File: src/rtl/dps_pkg.sv
package dps_pkg;

  // Legality of a priority write: source must be context 0, the target
  // must be a programmable context and the value a non-zero level.
  function automatic bit dps_write_legal(input int src, input int ctx,
                                         input int prio, input int n);
    return (src == 0) && (ctx >= 1) && (ctx < n) && (prio >= 1) && (prio < n);
  endfunction

  // Number of bits needed for an ID among n entries (at least 1).
  function automatic int dps_id_bits(input int n);
    int b;
    b = 1;
    while ((1 << b) < n) b++;
    return b;
  endfunction

endpackage

File: src/rtl/dps_first_enc.sv
// Fixed-order encoder: reports the lowest-numbered asserted request.
module dps_first_enc #(
  parameter int W  = 8,
  parameter int IW = 3
) (
  input  logic [W-1:0]  req,
  output logic          any,
  output logic [IW-1:0] idx
);
  always_comb begin
    any = 1'b0;
    idx = '0;
    for (int i = W - 1; i >= 0; i--) begin
      if (req[i]) begin
        any = 1'b1;
        idx = IW'(i);
      end
    end
  end
endmodule

File: src/rtl/dps_prio_regs.sv
// Priority storage: context 0 reads as level 0, the others are programmable.
module dps_prio_regs
  import dps_pkg::*;
#(
  parameter int N_CTX = 8,
  parameter int IW    = 3
) (
  input  logic                      clk,
  input  logic                      rst_n,
  input  logic                      wr_en,
  input  logic [IW-1:0]             wr_src,
  input  logic [IW-1:0]             wr_ctx,
  input  logic [IW-1:0]             wr_prio,
  output logic                      wr_accept,
  output logic [N_CTX-1:0][IW-1:0]  prio_q
);
  assign wr_accept = wr_en &&
    dps_write_legal(int'(wr_src), int'(wr_ctx), int'(wr_prio), N_CTX);

  assign prio_q[0] = '0;

  for (genvar g = 1; g < N_CTX; g++) begin : g_slot
    logic [IW-1:0] slot_q;
    always_ff @(posedge clk or negedge rst_n) begin
      if (!rst_n) begin
        slot_q <= IW'(g);
      end else if (wr_accept && (wr_ctx == IW'(g))) begin
        slot_q <= wr_prio;
      end
    end
    assign prio_q[g] = slot_q;
  end
endmodule

File: src/rtl/dps_level_map.sv
// Builds one ready line per priority level plus the member mask of each level.
module dps_level_map #(
  parameter int N_CTX = 8,
  parameter int IW    = 3
) (
  input  logic [N_CTX-1:0]           active,
  input  logic [N_CTX-1:0][IW-1:0]   prio_q,
  output logic [N_CTX-1:0][N_CTX-1:0] lvl_mask,
  output logic [N_CTX-1:0]           lvl_ready
);
  // Level 0 belongs to context 0 alone.
  assign lvl_mask[0]  = {{(N_CTX-1){1'b0}}, active[0]};
  assign lvl_ready[0] = active[0];

  for (genvar k = 1; k < N_CTX; k++) begin : g_level
    assign lvl_mask[k][0] = 1'b0;
    for (genvar c = 1; c < N_CTX; c++) begin : g_member
      assign lvl_mask[k][c] = active[c] && (prio_q[c] == IW'(k));
    end
    assign lvl_ready[k] = |lvl_mask[k];
  end
endmodule

File: src/rtl/dyn_prio_selector.sv
module dyn_prio_selector
  import dps_pkg::*;
#(
  parameter int N_CTX = 8,
  parameter int IW    = dps_id_bits(N_CTX)
) (
  input  logic             clk,
  input  logic             rst_n,
  input  logic [N_CTX-1:0] evt_pend,
  input  logic [N_CTX-1:0] sched_en,
  input  logic             wr_en,
  input  logic [IW-1:0]    wr_src,
  input  logic [IW-1:0]    wr_ctx,
  input  logic [IW-1:0]    wr_prio,
  output logic             sel_valid,
  output logic [IW-1:0]    sel_task,
  output logic [IW-1:0]    sel_level
);
  // Named internal events for the checker.
  logic [N_CTX-1:0]            active;
  logic                        wr_accept;
  logic [N_CTX-1:0][IW-1:0]    prio_q;
  logic [N_CTX-1:0][N_CTX-1:0] lvl_mask;
  logic [N_CTX-1:0]            lvl_ready;
  logic                        lvl_any;
  logic [IW-1:0]               win_level;
  logic                        ctx_any;
  logic [IW-1:0]               win_ctx;
  logic [N_CTX-1:0]            win_members;

  assign active = evt_pend & sched_en;

  dps_prio_regs #(.N_CTX(N_CTX), .IW(IW)) u_regs (
    .clk       (clk),
    .rst_n     (rst_n),
    .wr_en     (wr_en),
    .wr_src    (wr_src),
    .wr_ctx    (wr_ctx),
    .wr_prio   (wr_prio),
    .wr_accept (wr_accept),
    .prio_q    (prio_q)
  );

  dps_level_map #(.N_CTX(N_CTX), .IW(IW)) u_map (
    .active    (active),
    .prio_q    (prio_q),
    .lvl_mask  (lvl_mask),
    .lvl_ready (lvl_ready)
  );

  // Static-order encoder over levels: lowest level wins.
  dps_first_enc #(.W(N_CTX), .IW(IW)) u_level_enc (
    .req (lvl_ready),
    .any (lvl_any),
    .idx (win_level)
  );

  assign win_members = lvl_mask[win_level];

  // Same encoder inside the winning level: lowest index breaks ties.
  dps_first_enc #(.W(N_CTX), .IW(IW)) u_ctx_enc (
    .req (win_members),
    .any (ctx_any),
    .idx (win_ctx)
  );

  always_ff @(posedge clk or negedge rst_n) begin
    if (!rst_n) begin
      sel_valid <= 1'b0;
      sel_task  <= '0;
      sel_level <= '0;
    end else if (lvl_any && ctx_any) begin
      sel_valid <= 1'b1;
      sel_task  <= win_ctx;
      sel_level <= win_level;
    end else begin
      sel_valid <= 1'b0;
    end
  end
endmodule

File: config.mk
export PLATFORM = sky130hd
export DESIGN_NAME = dyn_prio_selector
export DESIGN_NICKNAME = d
export VERILOG_FILES = /design/src/rtl/dps_pkg.sv /design/src/rtl/dps_first_enc.sv /design/src/rtl/dps_prio_regs.sv /design/src/rtl/dps_level_map.sv /design/src/rtl/dyn_prio_selector.sv
export SDC_FILE = /design/constraint.sdc
export NUM_CORES = 1
export LEC_CHECK = 0
export BUFFER_PORTS_ARGS = -buffer_cell sky130_fd_sc_hd__buf_2
export CORE_ASPECT_RATIO = 0.9
export CORE_UTILIZATION = 30
export DETAILED_ROUTE_END_ITERATION = 10
export PLACE_DENSITY_LB_ADDON = 0.05
export SLEW_MARGIN = 20
export SYNTH_ARGS = -nofsm -noshare
export SYNTH_HDL_FRONTEND = slang
export SYNTH_HIERARCHICAL = 1
export SYNTH_SLANG_ARGS = --single-unit
File: constraint.sdc
create_clock -name clk -period 9.31 [get_ports clk]
set_input_delay 0 -clock clk [delete_from_list [all_inputs] [get_ports clk]]
set_output_delay 0 -clock clk [all_outputs]
set_load 0.01 [all_outputs]
# Word level (Yosys, flattened, before mapping)
# Cells that the tools add are included.
[totals]
reg_bits = 28
elab_cells = 173
[classes]
n_mux = 35
n_bitwise = 1
n_eq_ne = 56
n_reduce_logical = 68
order_cmp = 3
[ops]
columns = ["cell", "count"]
rows = [
  ["3-bit equality test, second input constant", 32],
  ["1-bit logical AND", 60],
  ["7-bit OR reduction", 7],
  ["3-bit by 2-bit equality test with 1-bit output, second input constant", 16],
  ["3-bit two-way mux", 16],
  ["8-bit binary-select mux with 3-bit select", 1],
  ["3-bit by 1-bit equality test with 1-bit output, second input constant", 8],
  ["1-bit two-way mux", 17],
  ["8-bit AND", 1],
  ["8-bit two-way mux", 1],
  ["3-bit by 1-bit >= comparator with 1-bit output, second input constant", 2],
  ["3-bit by 4-bit < comparator with 1-bit output, second input constant", 1],
  ["3-bit zero test", 1],
]

# Logic depth before layout (Yosys ltp)
# Gate-level depths: netlist of run 1.
[depth]
ltp_word = 23
depth_mapped = 15
depth_no_buf = 13

# Cells and area by module
# The synthesis of run 1 kept the hierarchy.
[modules_own_cells]
columns = ["module", "instances", "cells_each", "seq_area_each_um2", "area_per_inst_um2"]
rows = [
  ["dps_prio_regs", 1, 66, 540.5, 953.4],
  ["dyn_prio_selector", 1, 52, 175.2, 854.6],
  ["dps_level_map", 1, 97, 0.0, 689.4],
  ["dps_first_enc", 2, 13, 0.0, 80.1],
]

# Worst setup path after synthesis of run 1
# OpenSTA, ideal clock, no wires.
[synth_timing]
path_kind = "reg2reg"
startpoint = "register u_regs.g_slot[3].slot_q[0]"
endpoint = "register sel_level[0]"
arrival_ns = 4.185
setup_time_ns = 0.125
path_stages_with_launch = 13
setup_slack_ns = 5.000
required_ns = 9.185
cell_sequence = "dfstp_2 -> and4bb_1 -> or4_1 -> or4_1 -> o41ai_1 -> buf_6 -> buf_12 -> mux4_1 -> mux2_2 -> nor4_1 -> nand2_1 -> nand2_1 -> mux2_2"
[synth_rtl]
columns = ["element", "line_no", "rtl"]
rows = [
  ["start: declaration", "dps_prio_regs.sv:23", "logic [IW-1:0] slot_q;"],
  ["start signal: assignment", "dps_prio_regs.sv:26", "slot_q <= IW'(g);"],
  ["start signal: assignment", "dps_prio_regs.sv:28", "slot_q <= wr_prio;"],
  ["end signal: assignment", "dyn_prio_selector.sv:75", "sel_level <= win_level;"],
  ["end: declaration", "dyn_prio_selector.sv:17", "output logic [IW-1:0] sel_level"],
]

==> results of run 1 <==
cells in the final DEF, fill, tap and decap left out, types with 3 or more instances in the layout:
| cell | n |
|---|---|
| and4_1 | 3 |
| dfstp_2 | 12 |
| and2_1 | 8 |
| or4_1 | 12 |
| nor4bb_1 | 7 |
| dfrtp_1 | 16 |
| inv_1 | 3 |
| and4b_1 | 12 |
| conb_1 | 14 |
| nor2b_1 | 5 |
| nand2_1 | 10 |
| mux4_1 | 16 |
| nor3_1 | 4 |
| mux2_2 | 35 |
| and4bb_1 | 5 |
| nand2b_1 | 9 |
| nor2_1 | 25 |
| buf_2 | 34 |
| buf_4 | 3 |
| clkbuf_8 | 3 |
registers in the layout, indices dropped and copies added, names as in the netlist:
name / flops
sel_level: 3
u_regs/g_slot.slot_q: 21
sel_valid: 1
sel_task: 3
final cells by class:
cell class,instances,area (µm²)
fill,839,5340
multi-input combinational,195,1780
sequential,28,716
timing repair buffer,38,203
tap,115,144
clock buffer,3,41.3
clock inverter,1,30.0
inverter,3,11.3
worst paths after layout:
check                                                            start                                endpoint  slack, ns
worst max register to register  u_regs/g_slot[3].slot_q[0]$_DFFE_PN1P_                sel_level[0]$_DFFE_PN0P_       4.11
worst min-delay path                                        wr_prio[2]  u_regs/g_slot[5].slot_q[2]$_DFFE_PN1P_       0.11
min in group asynchronous                                        rst_n  u_regs/g_slot[1].slot_q[1]$_DFFE_PN0P_       0.28
max in group asynchronous                                        rst_n  u_regs/g_slot[5].slot_q[1]$_DFFE_PN0P_       8.60
worst max-delay path            u_regs/g_slot[3].slot_q[0]$_DFFE_PN1P_                sel_level[0]$_DFFE_PN0P_       4.11
worst min register to register                sel_level[2]$_DFFE_PN0P_                sel_level[2]$_DFFE_PN0P_       0.51
power by group through the flow:
stage	Combinational, µW	Clock [µW]	Sequential [µW]
final	182	99.5	171
after global routing	203	109	177
after CTS	186	105	171
after detailed placement	185	0	174
after global placement	185	0	173
after floorplan	140	0	175
layer usage:
layer | vias to the layer above | track usage, % | routed length [µm]
li1 | 979 | - | -
met1 | 927 | 21.5 | 3290
met2 | 31 | 22.1 | 2670
met3 | 2 | 1.93 | 143
met4 | 0 | 2.54 | 25
met5 | - | 0 | 0
per-stage QoR:
step | total power (µW) | cells
detailed placement | 359 | 378
global route | 489 | 383
floorplan | 315 | 248
finish | 453 | 383
global placement | 358 | 378
CTS | 463 | 383
worst register-to-register path, stage by stage (launching register included):
cell and delay [ns]:
dfstp_2 0.59, and4bb_1 0.22, or4_1 0.55, or4_1 0.53
o41ai_2 0.98, buf_4 0.35, mux4_1 0.58, mux2_2 0.32
nor4_2 0.28, nand2_1 0.08, nand2_1 0.24, mux2_2 0.38
==> impl_metrics.json, run 1 <==
{
  "p_leak_uw": 0.00128,
  "worstHoldPathCells": 2,
  "cp_top_family": "simple AND/OR/NAND/NOR gates",
  "die_w_um": 101,
  "path_cells": "and4bb_1, or4_1, or4_1, o41ai_2, buf_4, mux4_1, mux2_2, nor4_2, nand2_1, nand2_1, mux2_2",
  "maxCapViolations": 0,
  "p_int_uw": 306,
  "cp_slowest_cell": "o41ai_2",
  "clkLatencyLatePin_ns": 0.28,
  "relSlewSlack_pct": 31.5,
  "irDropWorstVdd_v": 0.0000677,
  "critPathLaunchType": "flop",
  "tritoncts": "done",
  "cts_num_sinks": 28,
  "vias": 1939,
  "fin_tns_setup_ns": 0,
  "status": "finished, final reports clean",
  "die_h_um": 90.7,
  "grt_usage_pct": 14.4,
  "antenna_found_initial": 0,
  "hold_buffers": 1,
  "slew_violations": 0,
  "holdWs_ns": 0.110,
  "syn-mean-instance-area_um2": 11.2,
  "first_pass_iters": 4,
  "post_cts_buffers": 0,
  "power_density_nw_per_um2": 155,
  "syn2layout_area_growth_pct": 11.6,
  "grt_max_degree": 29,
  "wl_per_cell_um": 16.0,
  "setup_viol": 0,
  "rsz0062_at_grt": "false",
  "cp-end-kind": "flop",
  "synth_warnings": 6,
  "syn_inst": 235,
  "drive_above_1_share_pct": 35.8,
  "dr.first_iter.drc_count": 42,
  "min_path_type": "input pin to flop",
  "gp_congestion": 0.782,
  "cts_buffers": 3,
  "cts-root-buf": "clkbuf_8",
  "worstMarginPinSlew_ns": 1.02,
  "clkTransAtPathRegs_ns": 0.11,
  "slowest_delay_ns": 0.97,
  "cp.arrival_ns": 5.37,
  "num_antenna_cells": 0,
  "swShare_pct": 32.5,
  "fin_crit_sh_pct": 55.8,
  "numPortBuffers": 34,
  "sequentialPowerShare_pct": 37.8,
  "initial_core_util_pct": 31.7,
  "clkPwrFrac_pct": 22.0,
  "cts.path.max_buffers": 2,
  "critPathBufInv": 1,
  "io_pins": 35,
  "pre_cts_ws_ns": 4.07,
  "ant_nets": 0,
  "finClkSkew_ns": 0.00881,
  "rows": 31,
  "period_needed_ns": 5.20,
  "hpwl_mm": 4.90,
  "p_comb_share_pct": 40.2,
  "utilization_pct": 35.4,
  "fmax_ghz": 0.192,
  "r2r_cells": 11,
  "syn_area_um2": 2620,
  "vias_per_cell": 5.06,
  "ctsHtreeMaxLevel": 1,
  "placedInstanceArea_um2": 2850,
  "coreArea_um2": 8260,
  "grt_pass1_wl_mm": 10.1,
  "dieArea_um2": 9120,
  "grt-ovfl-total": 0,
  "nets": 297,
  "crit_fanout": 10,
  "switching_power_uw": 147,
  "cts_resized": 0,
  "finalHoldViolCount": 0,
  "drt_wl_total_mm": 6.12,
  "cp.depth": 11,
  "critPathRequiredTime_ns": 9.48,
  "postLayoutCellArea_um2": 2930,
  "crit_type": "flop to flop",
  "worst_slack_ns": 4.11,
  "first_global_vias": 1871,
  "drc": 0
}
No activity file was read; power rests on OpenSTA's default activity.
==> run 2, diff against run 1 <==
clock period = 4.3 ns   (was 9.31 ns; I/O delays follow)
==> impl_metrics.json, run 2 (synthesis gave the netlist of run 1 again) <==
{
  "status": "complete, but fails checks",
  "violations": "setup timing",
  "fillCellCount": 801,
  "relSlewSlack_pct": 56.8,
  "p_leak_uw": 0.00150,
  "die_h_um": 90.7,
  "setup_viol": 6,
  "maxCapViolations": 0,
  "rsz0062_at_grt": "true",
  "dieArea_um2": 9120,
  "dr.first_iter.drc_count": 91,
  "critPathBufInv": 3,
  "holdWs_ns": 0.140,
  "min_path_type": "input pin to flop",
  "cp.arrival_ns": 4.53,
  "cp_top_family": "simple AND/OR/NAND/NOR gates",
  "period_needed_ns": 4.36,
  "rows": 31,
  "first_global_vias": 2005,
  "first_pass_iters": 4,
  "initial_core_util_pct": 31.7,
  "die_w_um": 101,
  "crit_type": "flop to flop",
  "gp_congestion": 0.782,
  "vias_per_cell": 5.04,
  "ant_nets": 0,
  "finalHoldViolCount": 0,
  "syn2layout_area_growth_pct": 30.0,
  "slowest_delay_ns": 0.56,
  "fin_crit_sh_pct": 101,
  "vias": 2127,
  "stdcell_count": 422,
  "num_antenna_cells": 0,
  "largest_registers": "u_regs/g_slot.slot_q (21), sel_level (3), sel_task (3)",
  "clkTransAtPathRegs_ns": 0.10,
  "irDropWorstVdd_v": 0.000158,
  "ctsHtreeMaxLevel": 1,
  "clkLatencyLatePin_ns": 0.28,
  "cp_slowest_cell": "dfstp_2",
  "grt_max_degree": 29,
  "power_density_nw_per_um2": 362,
  "io_pins": 35,
  "top_register": "u_regs/g_slot.slot_q",
  "finClkSkew_ns": 0.00464,
  "grt_pass1_wl_mm": 10.6,
  "drive_above_1_share_pct": 52.4,
  "cts.path.max_buffers": 2,
  "cts-root-buf": "clkbuf_8",
  "post-place-cells": 404,
  "fmax_ghz": 0.230,
  "hpwl_mm": 5.17,
  "grt-ovfl-total": 0,
  "final_common_cell": "buf_4",
  "cp-end-kind": "flop",
  "slew_violations": 0,
  "cts_num_sinks": 28,
  "worst_slack_ns": -0.0558,
  "drc": 0,
  "tritoncts": "done",
  "drt_wl_total_mm": 6.72,
  "critPathLaunchType": "flop",
  "largest_reg_flops": 21,
  "grt_usage_pct": 15.1,
  "coreArea_um2": 8260,
  "numPortBuffers": 34,
  "crit_fanout": 7,
  "critPathRequiredTime_ns": 4.47,
  "worstMarginPinSlew_ns": 0.649,
  "antenna_found_initial": 0,
  "cts_buffers": 3,
  "path_cells": "and4bb_1, or4_4, or4_4, o41ai_4, buf_4, buf_6, buf_8, mux4_2, mux2_4, nor4_4, nand2_1, nand2_4, mux2_4",
  "wl_per_cell_um": 15.9,
  "nets": 336,
  "layout_common_cells": "buf_4, buf_2, nor2_1, mux2_2, dfrtp_1",
  "fin_tns_setup_ns": -0.324,
  "power.total_uw": 1230
}
## run 2: changes by cell type in the layout (fill, tap and decap cells not counted), moves of 3 or more
cell	before	now
buf_4	3	36
mux2_2	35	22
mux2_4	0	13
mux4_1	16	6
mux4_2	0	10
nor4_4	1	4
or4_1	12	4
or4_4	0	8
## run 2: report_power, final
| group | internal [µW] | switching [µW] | total [µW] | leakage (µW) |
|---|---|---|---|---|
| registers | 327 | 41.7 | 368 | 0.000334 |
| clock network | 125 | 88.3 | 213 | 0.0000357 |
| logic | 395 | 258 | 653 | 0.00113 |
| total | 846 | 388 | 1230 | 0.00150 |
## run 2: final timing paths
check	start	to	slack, ns	depth (start not counted)
setup reg to reg	u_regs/g_slot[3].slot_q[0]$_DFFE_PN1P_	sel_task[1]$_DFFE_PN0P_	-0.06	13
hold reg to reg	sel_level[2]$_DFFE_PN0P_	sel_level[2]$_DFFE_PN0P_	0.51	1
setup / recovery	u_regs/g_slot[3].slot_q[0]$_DFFE_PN1P_	sel_task[1]$_DFFE_PN0P_	-0.06	13
max in group asynchronous	rst_n	u_regs/g_slot[6].slot_q[0]$_DFFE_PN0P_	3.60	2
hold / removal	wr_prio[2]	u_regs/g_slot[7].slot_q[2]$_DFFE_PN1P_	0.14	2
min in group asynchronous	rst_n	sel_task[1]$_DFFE_PN0P_	0.28	2
## run 2: per-stage QoR
stage	setup slack, ns	area, µm²	util [%]
floorplan	0.0372	2680	-
global placement	-0.235	3060	37.1
detailed placement	-0.255	3060	37.1
CTS	-0.127	3370	40.7
global route	-0.214	3410	41.3
finish	-0.0558	3410	41.3
## run 2: layout make-up
| cell class | instances | area [µm²] | share of cell area (%) |
|---|---|---|---|
| clock buffer | 3 | 41.3 | 1.21 |
| clock inverter | 1 | 30.0 | 0.881 |
| inverter | 3 | 11.3 | 0.330 |
| multi-input combinational | 195 | 1910 | 56.1 |
| sequential | 28 | 716 | 21.0 |
| tap | 115 | 144 | 4.22 |
| timing repair buffer | 77 | 556 | 16.3 |
## run 2: worst reg2reg max path: stages (launching register included)
cell	delay, ns
dfstp_2	0.56
and4bb_1	0.20
or4_4	0.53
or4_4	0.51
o41ai_4	0.35
buf_4	0.18
buf_6	0.11
buf_8	0.13
mux4_2	0.51
mux2_4	0.30
nor4_4	0.28
nand2_1	0.13
nand2_4	0.15
mux2_4	0.31
## run 2: layer usage
metal	part of all wire, %	up-vias	GRT usage (%)
li1	-	1037	-
met1	49	1035	21.2
met2	47	53	25.2
met3	3.3	2	2.17
met4	0.46	0	1.81
met5	0	-	0
## run 2: what timing repair did
action,CTS,global route
endpoints found under the setup margin,6,7
buffers inserted,10,2
hold endpoints to repair,16,0
pin swaps,9,3
hold buffers,1,0
gates resized for setup,37,13
cloned,1,0
==> run 3, diff against run 2 <==
SETUP_SLACK_MARGIN = 0.05   (was unset)
==> impl_metrics.json, run 3 (synthesis gave the netlist of run 1 again) <==
{
  "cts_buffers": 3,
  "vias_per_cell": 5.00,
  "ant_nets": 0,
  "first_global_vias": 2001,
  "cp-end-kind": "flop",
  "finalHoldViolCount": 0,
  "violations": "setup timing",
  "nets": 328,
  "period_needed_ns": 4.30,
  "crit_fanout": 7,
  "relSlewSlack_pct": 54.4,
  "worst_slack_ns": -0.000545,
  "fin_tns_setup_ns": -0.000989,
  "drt_wl_total_mm": 6.51,
  "first_pass_iters": 5,
  "tritoncts": "done",
  "fin_crit_sh_pct": 100,
  "cts-root-buf": "clkbuf_8",
  "status": "complete, but fails checks",
  "grt_usage_pct": 14.7,
  "cts_num_sinks": 28,
  "fmax_ghz": 0.233,
  "slew_violations": 0,
  "maxCapViolations": 0,
  "irDropWorstVdd_v": 0.000179,
  "die_h_um": 90.7,
  "drive_above_1_share_pct": 50.8,
  "cts.path.max_buffers": 2,
  "drc": 0,
  "crit_type": "flop to flop",
  "finClkSkew_ns": 0.00616,
  "top_register": "u_regs/g_slot.slot_q",
  "die_w_um": 101,
  "syn2layout_area_growth_pct": 25.9,
  "setup_viol": 2,
  "grt_max_degree": 29,
  "antenna_found_initial": 0,
  "hpwl_mm": 5.19,
  "layout_common_cells": "buf_2, buf_4, nor2_1, mux2_2, dfrtp_1",
  "final_common_cell": "buf_2",
  "power_density_nw_per_um2": 357,
  "min_path_type": "input pin to flop",
  "rows": 31,
  "dr.first_iter.drc_count": 81,
  "largest_registers": "u_regs/g_slot.slot_q (21), sel_level (3), sel_task (3)",
  "dieArea_um2": 9120,
  "grt-ovfl-total": 0,
  "gp_congestion": 0.769,
  "critPathRequiredTime_ns": 4.47,
  "initial_core_util_pct": 31.7,
  "io_pins": 35,
  "clkTransAtPathRegs_ns": 0.11,
  "ctsHtreeMaxLevel": 1,
  "grt_pass1_wl_mm": 10.4,
  "rsz0062_at_grt": "true",
  "coreArea_um2": 8260,
  "cp.arrival_ns": 4.47,
  "clkLatencyLatePin_ns": 0.28,
  "p_leak_uw": 0.00145,
  "num_antenna_cells": 0,
  "worstMarginPinSlew_ns": 0.674,
  "power.total_uw": 1180,
  "critPathLaunchType": "flop",
  "vias": 2069,
  "numPortBuffers": 34,
  "wl_per_cell_um": 15.7,
  "largest_reg_flops": 21
}
## run 3: cell count changes in the layout (fill, tap and decap cells not counted), moves of 2 or more
cell,change
buf_4,-6
buf_12,-2
buf_6,+2
mux2_2,+2
mux2_4,-2
mux4_1,+2
mux4_2,-2
## run 3: layer usage
layer / vias up / routed length [µm] / GRT usage (%)
met1: 1009 / 3260 / 20.0
met4: 0 / 0 / 1.81
met2: 32 / 3130 / 25.0
met3: 0 / 118 / 2.09
li1: 1028 / - / -
met5: - / 0 / 0
## run 3: power breakdown
group          switching [µW]  total [µW]  internal (µW)
Combinational             244         591            347
Clock                    90.6         215            125
Sequential               44.6         371            327
Total                     379        1180            799
## run 3: worst max-delay path, stage by stage (launching register included)
cell and delay, ns:
dfstp_2 0.56, and4bb_1 0.25, or4_4 0.55, or4_4 0.45, o41ai_4 0.39, buf_4 0.20, buf_6 0.11, mux4_2 0.49
mux2_4 0.30, nor4_4 0.32, nand2_2 0.11, nand2_4 0.14, mux2_4 0.31
## run 3: timing repair
| item | in CTS | in global routing |
|---|---|---|
| buffers inserted | 2 | 7 |
| hold buffers | 1 | 0 |
| setup endpoints to repair | 7 | 7 |
| resized for setup | 24 | 20 |
| pin swaps | 3 | 9 |
| hold endpoints to repair | 16 | 0 |
## run 3: path summary, 6_finish.rpt
path	from	to	slack (ns)	cells past startpoint
worst max-delay path	u_regs/g_slot[3].slot_q[0]$_DFFE_PN1P_	sel_task[0]$_DFFE_PN0P_	-0.0005	12
min in group asynchronous	rst_n	u_regs/g_slot[1].slot_q[1]$_DFFE_PN0P_	0.28	2
worst min register to register	sel_level[1]$_DFFE_PN0P_	sel_level[1]$_DFFE_PN0P_	0.52	1
worst max register to register	u_regs/g_slot[3].slot_q[0]$_DFFE_PN1P_	sel_task[0]$_DFFE_PN0P_	-0.0005	12
max in group asynchronous	rst_n	u_regs/g_slot[5].slot_q[1]$_DFFE_PN0P_	3.58	2
worst min-delay path	wr_prio[2]	u_regs/g_slot[2].slot_q[2]$_DFFE_PN0P_	0.10	2
## run 3: area by class of cell
| cell class | count | area [µm²] |
|---|---|---|
| clock inverters | 1 | 30.0 |
| repair buffers | 69 | 450 |
| multi-input cells | 195 | 1910 |
| inverters | 3 | 11.3 |
| well taps | 115 | 144 |
| fillers | 820 | 4960 |
| flip-flops and latches | 28 | 716 |
| clock buffers | 3 | 41.3 |
## run 3: through the flow
stage               area, µm²  worst slack [ns]  utilization (%)  hold slack [ns]  cells
detailed placement       3030            -0.250             36.7           0.0875    401
global placement         3030            -0.270             36.7           0.0848    401
global route             3300            -0.118             39.9            0.115    414
CTS                      3200           -0.0331             38.7            0.110    408
floorplan                2680            0.0795                -           -0.296    248
finish                   3300         -0.000545             39.9            0.101    414
